==> src/rtl/spd_pkg.sv <==
// Package: shared parameters and the forwarded-character record for the
// special-character detector. Assumes characters are at most 8 bits.
package spd_pkg;
    localparam int DATA_W = 8;
    localparam int MIN_W  = 5;
    localparam int LEN_W  = 2;
    localparam int MODE_W = 4;

    typedef struct packed {
        logic [DATA_W-1:0] data;
        logic              frame_err;
    } rx_char_t;
endpackage

==> src/rtl/spd_len_mask.sv <==
// Module: spd_len_mask
// Turns the word-length code into a per-bit compare mask. Bit i is set when
// i < MIN_W + word_len. Assumes MIN_W + 2**LEN_W - 1 >= DATA_W.
module spd_len_mask #(
    parameter int DATA_W = 8,
    parameter int MIN_W  = 5,
    parameter int LEN_W  = 2
) (
    input  logic [LEN_W-1:0]  word_len,
    output logic [DATA_W-1:0] mask
);
    logic [31:0] width_bits;

    // Active width in bits.
    always_comb width_bits = 32'(MIN_W) + 32'(word_len);

    for (genvar i = 0; i < DATA_W; i++) begin : g_bit
        // One mask bit per character bit position.
        assign mask[i] = (width_bits > 32'(i));
    end
endmodule

==> src/rtl/spd_compare.sv <==
// Module: spd_compare
// Combinational hit decision. The match register and the received character
// are compared bit for bit. The compare is qualified by the enable bit and
// by the flow-control select bits being all zero.
module spd_compare #(
    parameter int DATA_W = 8,
    parameter int MODE_W = 4
) (
    input  logic [DATA_W-1:0] rx_data,
    input  logic [DATA_W-1:0] match_byte,
    input  logic [DATA_W-1:0] mask,
    input  logic              rx_valid,
    input  logic              detect_en,
    input  logic [MODE_W-1:0] swfc_mode,
    output logic              hit
);
    logic [DATA_W-1:0] diff;
    logic              allowed;

    for (genvar i = 0; i < DATA_W; i++) begin : g_cmp
        // Mismatch at bit i, counted only inside the active width.
        assign diff[i] = (rx_data[i] ^ match_byte[i]) & mask[i];
    end

    // Detection is permitted only with software flow control fully off.
    always_comb allowed = detect_en && (swfc_mode == '0);

    // Final hit for this cycle's character.
    always_comb hit = rx_valid && allowed && (diff == '0);
endmodule

==> src/rtl/spd_wr_stage.sv <==
// Module: spd_wr_stage
// One register stage that forwards every received character to the FIFO
// unchanged. Assumes the FIFO accepts a write on every strobe.
module spd_wr_stage
    import spd_pkg::*;
(
    input  logic     clk,
    input  logic     rst_n,
    input  logic     in_valid,
    input  rx_char_t in_char,
    output logic     out_wr,
    output rx_char_t out_char
);
    // Register the write strobe and the character record.
    always_ff @(posedge clk) begin
        if (!rst_n) begin
            out_wr   <= 1'b0;
            out_char <= '0;
        end else begin
            out_wr <= in_valid;
            if (in_valid) out_char <= in_char;
        end
    end
endmodule

==> src/rtl/spd_status.sv <==
// Module: spd_status
// Sticky detect bit. A set wins over a clear in the same cycle, so no event
// is lost. Because the bit is registered, it rises in the same cycle as the
// forwarded FIFO write.
module spd_status (
    input  logic clk,
    input  logic rst_n,
    input  logic set_i,
    input  logic clr_i,
    output logic flag_o
);
    // Hold, set or clear the sticky flag.
    always_ff @(posedge clk) begin
        if (!rst_n)     flag_o <= 1'b0;
        else if (set_i) flag_o <= 1'b1;
        else if (clr_i) flag_o <= 1'b0;
    end
endmodule

==> src/rtl/uart_spchar_detect.sv <==
// Module: uart_spchar_detect (top)
// Forwards every received character to the receive FIFO, one cycle late.
// Flags a sticky special-character event when a character matches the
// programmed byte within the active word width. Assumes rx_valid is a
// single-cycle strobe per character, and that the register inputs are
// stable around the strobe.
module uart_spchar_detect
    import spd_pkg::*;
(
    input  logic              clk,
    input  logic              rst_n,
    input  logic              rx_valid,
    input  logic [DATA_W-1:0] rx_data,
    input  logic              rx_frame_err,
    input  logic [LEN_W-1:0]  word_len,
    input  logic [DATA_W-1:0] match_byte,
    input  logic              detect_en,
    input  logic [MODE_W-1:0] swfc_mode,
    input  logic              isr_rd,
    output logic              fifo_wr,
    output logic [DATA_W-1:0] fifo_data,
    output logic              fifo_frame_err,
    output logic              spchar_status,
    output logic              irq
);
    logic [DATA_W-1:0] cmp_mask;
    logic              hit;
    rx_char_t          in_char;
    rx_char_t          out_char;

    // Pack the incoming character record.
    always_comb begin
        in_char.data      = rx_data;
        in_char.frame_err = rx_frame_err;
    end

    spd_len_mask #(.DATA_W(DATA_W), .MIN_W(MIN_W), .LEN_W(LEN_W)) u_mask (
        .word_len (word_len),
        .mask     (cmp_mask)
    );

    spd_compare #(.DATA_W(DATA_W), .MODE_W(MODE_W)) u_cmp (
        .rx_data    (rx_data),
        .match_byte (match_byte),
        .mask       (cmp_mask),
        .rx_valid   (rx_valid),
        .detect_en  (detect_en),
        .swfc_mode  (swfc_mode),
        .hit        (hit)
    );

    spd_wr_stage u_wr (
        .clk      (clk),
        .rst_n    (rst_n),
        .in_valid (rx_valid),
        .in_char  (in_char),
        .out_wr   (fifo_wr),
        .out_char (out_char)
    );

    spd_status u_stat (
        .clk    (clk),
        .rst_n  (rst_n),
        .set_i  (hit),
        .clr_i  (isr_rd),
        .flag_o (spchar_status)
    );

    // Unpack the forwarded record and drive the interrupt.
    always_comb begin
        fifo_data      = out_char.data;
        fifo_frame_err = out_char.frame_err;
        irq            = spchar_status;
    end
endmodule

==> config.mk <==
export PLATFORM = sky130hd
export DESIGN_NAME = uart_spchar_detect
export DESIGN_NICKNAME = d
export VERILOG_FILES = /design/src/rtl/spd_pkg.sv /design/src/rtl/spd_len_mask.sv /design/src/rtl/spd_compare.sv /design/src/rtl/spd_wr_stage.sv /design/src/rtl/spd_status.sv /design/src/rtl/uart_spchar_detect.sv
export SDC_FILE = /design/constraint.sdc
export NUM_CORES = 1
export LEC_CHECK = 0
export CAP_MARGIN = 15
export CORE_UTILIZATION = 34
export CTS_CLUSTER_SIZE = 20
export DETAILED_ROUTE_END_ITERATION = 10
export PLACE_DENSITY = 0.76
export SETUP_SLACK_MARGIN = 0.15
export SLEW_MARGIN = 10
export SYNTH_ARGS = -nofsm -noshare
export SYNTH_HDL_FRONTEND = slang
export SYNTH_SLANG_ARGS = --single-unit
==> constraint.sdc <==
create_clock -name clk -period 1.1 [get_ports clk]
set_input_delay 0.165 -clock clk [delete_from_list [all_inputs] [get_ports clk]]
set_output_delay 0.165 -clock clk [all_outputs]
set_load 0.05 [all_outputs]
# Word-level counts from Yosys, hierarchy flattened
# Index checks and enable logic that the tools add are counted.
[word_totals]
out_inout_bits = 12
ramBits = 0
elab_cells = 37
inputBits = 28
mem_count = 0
rom_bits = 0
reg_bits = 11
latchBits = 0
[op_classes]
n_bitwise = 16
n_reduce_logical = 6
addsub = 1
mul = 0
eq_ne = 0
div = 0
mux = 2
magnitude_cmp = 8
n_shift = 0
[op_table]
columns = ["operator", "n"]
rows = [
  ["$gt A32 B3 Y1 const B", 4],
  ["$gt A32 B1 Y1 const B", 2],
  ["$gt A32 B2 Y1 const B", 2],
  ["$and A1 B1 Y1", 8],
  ["$logic_not A8 Y1", 1],
  ["$xor A1 B1 Y1", 8],
  ["$add A3 B2 Y4 const A", 1],
  ["$logic_not A4 Y1", 1],
  ["$logic_and A1 B1 Y1", 3],
  ["$mux W1", 2],
  ["$reduce_bool A2 Y1", 1],
]

# Logic depth before layout (Yosys ltp)
[depth]
word_depth = 6
depth_mapped = 5
ltp_nobuf = 5

# By module
# From an unflattened synthesis, not the netlist that was laid out.
[hier_totals]
hier_cells = 57
area_unflattened_um2 = 603.1
[by_module_without_submodules]
columns = ["mod", "n_inst", "seq_area_each_um2", "cells_each", "area_per_inst_um2"]
rows = [
  ["spd_wr_stage", 1, 200.2, 30, 365.4],
  ["spd_compare", 1, 0.0, 14, 130.1],
  ["spd_len_mask", 1, 0.0, 9, 58.8],
  ["spd_status", 1, 20.0, 3, 41.3],
  ["uart_spchar_detect", 1, 0.0, 1, 7.5],
]

# Least setup slack after synthesis
# No wires, ideal clock.
[synth_timing]
kind = "reg2out"
startpoint = "reg u_stat.flag_o"
endpoint = "out spchar_status"
arrival_time_ns = 0.913
stages_incl_launch_ff = 2
slack_ns = 0.022
n_path_buf = 1
path_cell_list = "dfxtp_1 > buf_4"
[synth_rtl]
columns = ["element", "line", "rtl"]
rows = [
  ["start: declaration", "spd_status.sv:10", "output logic flag_o"],
  ["start signal: assignment", "spd_status.sv:14", "if (!rst_n) flag_o <= 1'b0;"],
  ["start signal: assignment", "spd_status.sv:15", "else if (set_i) flag_o <= 1'b1;"],
  ["start signal: assignment", "spd_status.sv:16", "else if (clr_i) flag_o <= 1'b0;"],
  ["end: declaration", "uart_spchar_detect.sv:23", "output logic spchar_status,"],
]
# No word-level cell between the ends.

# Worst setup path after layout
[layout_timing]
startpoint = "reg u_stat.flag_o"
endpoint = "out irq"
[layout_rtl]
columns = ["element", "line", "rtl"]
rows = [
  ["end: declaration", "uart_spchar_detect.sv:24", "output logic irq"],
]
# No word-level cell between the ends.

==> results.tsv <==
stage	metric	value	unit
layout	nets	134	
clock_network	clkSlewWorstSetupHoldPaths	80	ps
sta	hold_viol	0	
routing	dr.pass1.iters	4	
critical_path	slowest_stage	dfxtp_4	
routing	drt_iter0_markers	3	
critical_path	endpoint_kind	output port	
critical_path	critPathKind	reg -> out	
logic_synthesis	syn_nets	89	
sta	fin_skew	0	ps
sta	rsz0062_at_grt	true	
place	gp_congestion	0.693	
pwr	peakVddDrop	760	uV
logic_synthesis	ys_seq_area_share	36.1	%
layout	utilization	74.0	%
critical_path	worst-path-buf-inv	1	
logic_synthesis	ys_seq_elements	11	
layout	layout_commonest_cell	dlygate4sd2_1	
critical_path	critPathRequiredTime	940	ps
clock_network	tritoncts	built	
global_routing	antenna_found_initial	0	
routing	drc	0	
layout	drive_gt1_share	36.6	%
floorplanning	pin_count	40	
logic_synthesis	synthCells	57	
sta	max-slew-margin-rel	88.4	%
sta	tightest_slew	172	ps
floorplanning	core_area	1590	um2
layout	area_growth_syn_to_layout	93.2	%
routing	vias	553	
sta	finalSetupViolCount	0	
sta	min_period_over_period	87.6	%
global_routing	grt_overflow_total	0	
pwr	total_power	1.09	mW
place	hpwl	1.13	mm
pwr	power.density	925	nW/um2
clock_network	cts-htree-levels	1	
global_routing	grt_first_pass_wirelength	2.44	mm
floorplanning	dieArea	1970	um2
layout	fillers	117	
status	status	finished clean	
logic_synthesis	ys_warn_count	0	
min_path	hold_path.class	in -> reg	
logic_synthesis	ys_types	20	
clock_network	cts_buffer_depth	2	
routing	drtAntennaViolNets	0	
logic_synthesis	avgSynthCellArea	10.7	um2
sta	fmax	1040	MHz
logic_synthesis	syn-cell-area	611	um2
critical_path	critPathArrivalTime	800	ps
layout	final_cell_mix	dlygate4sd2_1, buf_12, nor2b_1, dfxtp_2, mux2i_1	
floorplanning	initial_core_util	38.3	%
min_path	hp-start	rx_valid	
clock_network	clock-sinks	11	
global_routing	first_global_vias	580	
routing	vias_per_cell	4.42	
critical_path	path_cells	buf_12	
place	numPortBuffers	39	
critical_path	cp-start-kind	flop	
global_routing	grt_max_degree	11	
critical_path	critPathMaxStageDelay	380	ps
routing	routed_wl	1.45	mm
layout	antenna_cells	0	
floorplanning	row_count	14	
routing	wl_per_cell	11.6	um
floorplanning	die_h	44.4	um
critical_path	cp_max_fo	3	
sta	maxSlewViolCount	0	
pwr	p_leak	0.517	nW
clock_network	clockRootBuffer	clkbuf_4	
clock_network	clk_latency	270	ps
global_routing	grt_usage	17.9	%
job	cap_violations	0	
clock_network	cts_made_buffers	3	
sta	post-route-min-period	963	ps
sta	holdWs	289	ps
critical_path	rr_startpoint	u_wr.out_char[7]	
floorplanning	die_w	44.4	um
critical_path	path_delay_family	flip-flops	
critical_path	startpoint	u_stat.flag_o	
routing by layer:
layer,track usage [%],wire (um),vias to the layer above
met1,17.7,570,248
met4,7.27,0,0
met2,31.8,732,29
met3,8.57,145,0
met5,0,0,-
li1,-,-,276
cell usage after synthesis:
library cell,instances,area (um2)
xor2_1,1,8.76
clkbuf_1,1,3.75
a2111o_1,1,11.3
o21ai_2,1,8.76
a21oi_1,1,5.00
nand3b_1,1,7.51
nand4_1,1,6.26
o21ai_1,1,5.00
inv_1,2,7.51
xnor2_1,7,61.3
buf_4,1,7.51
and2_4,1,8.76
nor3b_4,1,18.8
mux2i_1,9,90.1
nor2b_1,10,62.6
buf_6,1,11.3
dfxtp_1,11,220
ha_1,4,50.1
nand3_2,1,10.0
nor2_2,1,6.26
sequential cells by signal, indices dropped and copies added (netlist names):
name,flops
u_wr.out_wr,1
u_wr.out_char,9
u_stat.flag_o,1
final timing paths:
kind | end | cells past startpoint | slack (ps)
setup / recovery | irq | 1 | 140
hold / removal | u_wr.out_wr | 2 | 290
setup reg to reg | u_wr.out_char[7] | 2 | 460
hold reg to reg | u_wr.out_char[1] | 2 | 540
per-stage QoR:
| stage | cell area, um2 | setup TNS, ps | instances | setup slack, ps |
|---|---|---|---|---|
| 2_1_floorplan | 612 | 0 | 57 | 154 |
| 3_3_place_gp | 1150 | -1870 | 120 | -377 |
| 3_5_place_dp | 1150 | -1830 | 120 | -393 |
| 4_1_cts | 1180 | 0 | 125 | 112 |
| 5_1_grt | 1180 | 0 | 125 | 101 |
| 6_report | 1180 | 0 | 125 | 137 |
area by class of cell:
| type | instances | area [um2] | area share [%] |
|---|---|---|---|
| clock buffer | 3 | 22.5 | 1.91 |
| multi-input combinational | 41 | 360 | 30.5 |
| inverter | 2 | 7.51 | 0.636 |
| timing repair buffer | 43 | 518 | 43.9 |
| tap | 24 | 30.0 | 2.55 |
| sequential | 11 | 236 | 20.0 |
| clock inverter | 1 | 5.00 | 0.424 |
report_power, final:
part	leakage, nW	internal, mW	total [mW]	switching, mW
Combinational	0.404	0.202	0.359	0.157
Clock	0.0177	0.135	0.289	0.154
Sequential	0.0949	0.422	0.443	0.0217
kinds of logic (layout without fill, tap and decap cells):
| family | count (synthesis) | count (layout) | synth area share, % |
|---|---|---|---|
| XOR/XNOR | 8 | 8 | 11.5 |
| adder cells (fa/ha/maj) | 4 | 4 | 8.20 |
| AO/OA/AOI/OAI | 4 | 4 | 4.92 |
| flip-flops | 11 | 11 | 36.1 |
| multiplexers | 9 | 9 | 14.8 |
| buffers and inverters | 5 | 49 | 4.92 |
| AND/OR/NAND/NOR | 16 | 16 | 19.7 |
what timing repair did:
action / 4_1_cts / 5_1_grt
buffers inserted: 1 / 0
endpoints found under the setup margin: 16 / 13
hold endpoints to repair: 0 / 0
pin swaps: 11 / 6
gates resized for setup: 34 / 2
gates cloned: 0 / 0
hold buffers: 0 / 0
No activity file was read; power rests on OpenSTA's default activity.
